==> src/rtl/lpm_pkg.sv <==
package lpm_pkg;
   typedef enum logic [2:0] {
      M_ACT    = 3'd0,
      M_SLP    = 3'd1,
      M_SUBACT = 3'd2,
      M_SUBSLP = 3'd3,
      M_STBY   = 3'd4
   } lpm_mode_e;
endpackage

==> src/rtl/lpm_wake_qual.sv <==
module lpm_wake_qual #(
   parameter int NIRQ = 8
) (
   input  logic [NIRQ-1:0] irq_req,
   input  logic [NIRQ-1:0] irq_en,
   input  logic            irq_mask,
   output logic            wake_ok
);
   initial begin
      if (NIRQ < 1) $error("NIRQ must be at least 1");
   end

   logic [NIRQ-1:0] hit;

   for (genvar i = 0; i < NIRQ; i++) begin : g_src
      assign hit[i] = irq_req[i] & irq_en[i];
   end

   assign wake_ok = !irq_mask && (|hit);
endmodule

==> src/rtl/lpm_fsm.sv <==
module lpm_fsm
   import lpm_pkg::*;
#(
   parameter int DIVW = 3
) (
   input  logic            clk,
   input  logic            rst_n,
   input  logic            sleep_req,
   input  logic            standby_sel,
   input  logic            low_speed_sel,
   input  logic            wake_ok,
   input  logic [DIVW-1:0] div_sel,
   output lpm_mode_e       mode,
   output logic [DIVW-1:0] div_q,
   output logic            wake_pulse
);
   lpm_mode_e       nxt;
   logic [DIVW-1:0] div_d;
   logic            pulse_d;
   logic            low_pwr;

   assign low_pwr = (mode == M_SLP) || (mode == M_SUBSLP) || (mode == M_STBY);

   always_comb begin
      nxt     = mode;
      div_d   = div_q;
      pulse_d = 1'b0;
      case (mode)
         M_ACT: begin
            if (sleep_req) begin
               nxt = standby_sel ? M_STBY : M_SLP;
               if (!standby_sel) div_d = div_sel;
            end
         end
         M_SUBACT: begin
            if (sleep_req) nxt = standby_sel ? M_STBY : M_SUBSLP;
         end
         M_SLP, M_SUBSLP, M_STBY: begin
            if (wake_ok) begin
               nxt     = low_speed_sel ? M_SUBACT : M_ACT;
               pulse_d = 1'b1;
            end
         end
         default: nxt = M_ACT;
      endcase
   end

   always_ff @(posedge clk or negedge rst_n) begin
      if (!rst_n) begin
         mode       <= M_ACT;
         div_q      <= '0;
         wake_pulse <= 1'b0;
      end else begin
         mode       <= nxt;
         div_q      <= div_d;
         wake_pulse <= pulse_d;
      end
   end

   // the pulse never lasts two cycles
   p_pulse_single_r6: assert property (@(posedge clk) disable iff (!rst_n)
      wake_pulse |=> !wake_pulse);

   // the pulse only ever accompanies a running mode
   p_pulse_dest_r5: assert property (@(posedge clk) disable iff (!rst_n)
      wake_pulse |-> (mode == M_ACT || mode == M_SUBACT));

   // an entry request in active leaves active
   p_enter_r2: assert property (@(posedge clk) disable iff (!rst_n)
      (mode == M_ACT && sleep_req) |=> (mode == M_SLP || mode == M_STBY));

   // without a qualified wake, a low-power mode is held
   p_hold_r4: assert property (@(posedge clk) disable iff (!rst_n)
      (low_pwr && !wake_ok) |=> $stable(mode));
endmodule

==> src/rtl/lpm_out_dec.sv <==
module lpm_out_dec
   import lpm_pkg::*;
#(
   parameter int             NRST     = 3,
   parameter int             DIVW     = 3,
   parameter logic [NRST-1:0] RST_MASK = '1
) (
   input  logic            clk,
   input  logic            rst_n,
   input  lpm_mode_e       mode,
   input  logic [DIVW-1:0] div_q,
   output logic            sys_osc_en,
   output logic            sub_osc_en,
   output logic            cpu_clk_en,
   output logic [NRST-1:0] periph_rst,
   output logic            io_hiz,
   output logic [DIVW-1:0] periph_div
);
   initial begin
      if (NRST < 1) $error("NRST must be at least 1");
      if (DIVW < 1) $error("DIVW must be at least 1");
   end

   logic slow;

   assign slow       = (mode == M_SUBACT) || (mode == M_SUBSLP) || (mode == M_STBY);
   assign sys_osc_en = (mode == M_ACT) || (mode == M_SLP);
   assign sub_osc_en = 1'b1;
   assign cpu_clk_en = (mode == M_ACT) || (mode == M_SUBACT);
   assign io_hiz     = (mode == M_STBY);
   assign periph_div = (mode == M_SLP) ? div_q : '0;

   for (genvar k = 0; k < NRST; k++) begin : g_rst
      if (RST_MASK[k]) begin : g_held
         assign periph_rst[k] = slow;
      end else begin : g_kept
         assign periph_rst[k] = 1'b0;
      end
   end

   // high impedance only with the CPU stopped and main oscillator off
   p_hiz_r10: assert property (@(posedge clk) disable iff (!rst_n)
      io_hiz |-> (!cpu_clk_en && !sys_osc_en));

   // the divider does not move while sleep continues
   p_div_hold_r11: assert property (@(posedge clk) disable iff (!rst_n)
      (mode == M_SLP && $past(mode) == M_SLP) |-> $stable(periph_div));

   // the subclock oscillator is never disabled
   p_subosc_r7: assert property (@(posedge clk) disable iff (!rst_n)
      sub_osc_en);
endmodule

==> src/rtl/lpm_ctrl.sv <==
module lpm_ctrl
   import lpm_pkg::*;
#(
   parameter int              NIRQ     = 8,
   parameter int              NRST     = 3,
   parameter int              DIVW     = 3,
   parameter logic [NRST-1:0] RST_MASK = '1
) (
   input  logic            clk,
   input  logic            rst_n,
   input  logic            sleep_req,
   input  logic            standby_sel,
   input  logic            low_speed_sel,
   input  logic [DIVW-1:0] div_sel,
   input  logic            irq_mask,
   input  logic [NIRQ-1:0] irq_req,
   input  logic [NIRQ-1:0] irq_en,
   output logic            sys_osc_en,
   output logic            sub_osc_en,
   output logic            cpu_clk_en,
   output logic [NRST-1:0] periph_rst,
   output logic            io_hiz,
   output logic [DIVW-1:0] periph_div,
   output logic            wake_pulse,
   output logic [2:0]      mode_status
);
   lpm_mode_e       mode;
   logic [DIVW-1:0] div_q;
   logic            wake_ok;

   lpm_wake_qual #(.NIRQ(NIRQ)) u_qual (
      .irq_req  (irq_req),
      .irq_en   (irq_en),
      .irq_mask (irq_mask),
      .wake_ok  (wake_ok)
   );

   lpm_fsm #(.DIVW(DIVW)) u_fsm (
      .clk           (clk),
      .rst_n         (rst_n),
      .sleep_req     (sleep_req),
      .standby_sel   (standby_sel),
      .low_speed_sel (low_speed_sel),
      .wake_ok       (wake_ok),
      .div_sel       (div_sel),
      .mode          (mode),
      .div_q         (div_q),
      .wake_pulse    (wake_pulse)
   );

   lpm_out_dec #(.NRST(NRST), .DIVW(DIVW), .RST_MASK(RST_MASK)) u_dec (
      .clk        (clk),
      .rst_n      (rst_n),
      .mode       (mode),
      .div_q      (div_q),
      .sys_osc_en (sys_osc_en),
      .sub_osc_en (sub_osc_en),
      .cpu_clk_en (cpu_clk_en),
      .periph_rst (periph_rst),
      .io_hiz     (io_hiz),
      .periph_div (periph_div)
   );

   assign mode_status = mode;

   // an exit pulse cannot follow a running mode's cycle
   p_no_run_wake_r12: assert property (@(posedge clk) disable iff (!rst_n)
      (mode == M_ACT || mode == M_SUBACT) |=> !wake_pulse);
endmodule

==> config.mk <==
export PLATFORM = sky130hd
export DESIGN_NAME = lpm_ctrl
export DESIGN_NICKNAME = d
export VERILOG_FILES = /design/src/rtl/lpm_pkg.sv /design/src/rtl/lpm_wake_qual.sv /design/src/rtl/lpm_fsm.sv /design/src/rtl/lpm_out_dec.sv /design/src/rtl/lpm_ctrl.sv
export SDC_FILE = /design/constraint.sdc
export NUM_CORES = 1
export LEC_CHECK = 0
export BUFFER_PORTS_ARGS = -buffer_cell sky130_fd_sc_hd__buf_2
export CAP_MARGIN = 20
export CORE_MARGIN = 4
export CORE_UTILIZATION = 42
export CTS_CLUSTER_DIAMETER = 150
export DETAILED_ROUTE_END_ITERATION = 10
export PLACE_DENSITY_LB_ADDON = 0.15
export SKIP_CTS_REPAIR_TIMING = 1
export SYNTH_ARGS = -nofsm -noshare
export SYNTH_HDL_FRONTEND = slang
export SYNTH_SLANG_ARGS = --single-unit
==> constraint.sdc <==
create_clock -name clk -period 2.9 [get_ports clk]
set_clock_uncertainty 0.2 [all_clocks]
set_input_delay 0.145 -clock clk [delete_from_list [all_inputs] [get_ports clk]]
set_output_delay 0.145 -clock clk [all_outputs]
set_load 0.005 [all_outputs]
==> impl_results.md <==
* Status: finished with violations
* Failing checks: negative hold slack
* GPL Wtd Cong at 0.721
* Total grt overflow at 0
* Core ar. at 1170 µm²
* Required time of the critical path at 2.56 ns
* Post-synthesis adder-cell area fraction at 0
* Area Growth Syn to Fin at 40.4%
* Die width at 44.5 µm
* Crit path launch type: flip-flop
* Simple-Gate Fraction of Synth Area at 0.267
* Post-synthesis cell type count at 34
* Yosys top cell by area: dfrtp_1
* RSZ-0062 raised after global routing: false
* Critical Path Fanout Max at 11
* Worst hold slack at -0.00726 ns
* Site Rows at 12
* Tot GR Track Use at 0.139
* Fin nets at 121
* Finished Core Util at 0.669
* Final WS setup at 1.14 ns
* Ports at 39
* Place WS at 1.25 ns
* Max_cap viols at 0
* Drt via density at 5.16
* DP HPWL at 1110 µm
* Hold crit path type: in -> reg
* Period utilization at 0.607
* Synth top area share at 0.314
* Worst skew pair latency at 0.26 ns
* # setup viols final at 0
* Compound-Gate Fraction of Synth Area at 0.231
* Setup TNS at 0 ns
* Via count at 562
* Starting Density at 0.476
* Die area at 1980 µm²
* Cell Area, Synth at 558 µm²
* Htree depth at 1
* Vias in the first global route at 520
* # DRC at 0
* Largest net degree at the start of global routing at 15
* Avg Inst Size Synth at 10.1 µm²
* Worst Setup End Kind: output pin
* Register bit total from synthesis at 7
* Final WL at 1360 µm
* Main combinational cell family by area after synthesis: simple AND/OR/NAND/NOR gates
* CTS tree: yes
* Crit path cell chain: inv_1 > nor3_2 > a21o_1 > buf_2
* Crit Path Class: reg -> out
* Final hold violations at 1
* TritonCTS Buffers at 3
* Syn Nets at 80
* Post-Synth XOR/XNOR Area at 0
* Leakage at 0.411 nW
* DRT iter0 DRCs at 8
* Multiplexer share of the synthesized area at 0.0605
* Top delay family on crit path: flip-flops
* Pwr dens at 653 nW/µm²
* First-pass GRT wire length at 2000 µm
* Achievable frequency at 568 MHz
* Average routed wire per standard cell at 12.4 µm
* Maximum VDD drop at 0.000343 V
* Yosys synthesis warning count at 0
* Initial antenna violation count at 0
* Max Slew Vio Count at 0
* Placed Cells incl. Taps at 99
* Min Tclk post-route at 1.76 ns
* Fraction of layout cells with a size suffix above 1 at 0.579
* Clock Tree Root: clkbuf_4
* DRT Pass-1 Iters at 4
* Filler cells at 104
* Slowest CP cell: dfrtp_1
* Die height at 44.5 µm
* Clock buffer depth at 2
* CP arrival at 1.42 ns
* Reg clk slew, reported paths at 0.06 ns
* N_diodes at 0
* Synth Instances at 55
* Sequential cell area fraction in the yosys report at 0.314
* Fin cells at 109
* CP peak stage delay at 0.55 ns
* DRT antenna net count at 0
* Port Buffer Count at 37
* CP Buf/Inv Count at 2
* Largest cells by area after synthesis: dfrtp_1 31%, buf_6 6.1%, buf_4 5.4%
* Clock sink count at 7
==> synthesized netlist by cell type, drive strengths merged <==
master,n
mux2,3
buf,7
a221oi,1
nor2,5
and3b,1
a22oi,2
nor4bb,1
a21oi,2
inv,1
o21bai,1
a22o,1
dfrtp,7
nand3,2
a21o,1
conb,1
nand2,1
and2b,1
a31oi,1
o2bb2ai,1
and3,4
nand2b,2
nor2b,1
a211oi,1
o21ai,3
a21boi,1
nor4b,1
nor3,2
==> cells by family (layout without fill, tap and decap cells) <==
group | Yosys count | after routing
AND/OR/NAND/NOR | 21 | 21
AO/OA/AOI/OAI | 15 | 15
buffers and inverters | 8 | 48
flip-flops | 7 | 7
multiplexers | 3 | 3
other | 1 | 1
==> metrics by stage <==
stage | power [mW] | hold slack [ns] | area [µm²]
6_report | 0.511 | -0.00726 | 783
5_1_grt | 0.548 | 0.00241 | 783
4_1_cts | 0.512 | -0.488 | 723
3_5_place_dp | 0.418 | -0.211 | 697
3_3_place_gp | 0.413 | -0.215 | 697
2_1_floorplan | 0.372 | -0.351 | 558
==> tightest hold or removal path, delay by kind of cell <==
family	cells	cell delay, ns
buffers and inverters	1	0.12
AOI/OAI and AO/OA	1	0.05
and+or+nand+nor	1	0.09
==> cell type report <==
cell class                 instances  area (µm²)  area share
clock buffer                       4        26.3      0.0335
inverter                           1        3.75     0.00479
multi-input combinational         40         315       0.403
sequential                         7         175       0.224
tap                               14        17.5      0.0224
timing repair buffer              43         245       0.313
==> power breakdown <==
group | internal [mW] | leakage [nW] | switching, mW
sequential | 0.134 | 0.0879 | 0.0523
combinational | 0.133 | 0.308 | 0.0998
clock | 0.0528 | 0.0150 | 0.0396
total | 0.320 | 0.411 | 0.192
==> registers in the layout (all words and copies together) (netlist names) <==
signal and cells:
u_fsm.mode 3, u_fsm.wake_pulse 1, u_fsm.div_q 3
==> layout by cell type (no fill, tap or decap), types with 2 or more instances in the layout <==
cell / Yosys / layout
and3_1: 3 / 3
o21ai_2: 2 / 2
a22oi_1: 2 / 2
dlygate4sd3_1: 0 / 6
nand2b_1: 2 / 2
dfrtp_1: 7 / 7
nor2_1: 3 / 3
buf_2: 0 / 37
nor2_2: 2 / 2
a21oi_2: 2 / 2
mux2_2: 2 / 2
clkbuf_4: 0 / 3
==> worst paths after layout <==
kind	startpoint	endpoint	slack, ns	depth (start not counted)
max reg2reg	u_fsm.mode[0]	u_fsm.mode[1]	1.26	5
max	u_fsm.mode[2]	periph_rst[1]	1.14	4
min reg2reg	u_fsm.div_q[0]	u_fsm.div_q[0]	0.30	1
min in group asynchronous	rst_n	u_fsm.div_q[0]	0.04	2
min	standby_sel	u_fsm.mode[2]	-0.007	3
max in group asynchronous	rst_n	u_fsm.div_q[2]	2.30	2
==> layer usage <==
layer	wire length, µm	vias to the layer above	global-route usage
met5	0	-	0
met4	9	0	0.0361
met3	164	2	0.0691
met2	646	28	0.235
met1	537	256	0.152
li1	-	276	-
Power figures use the tool's default switching activity.
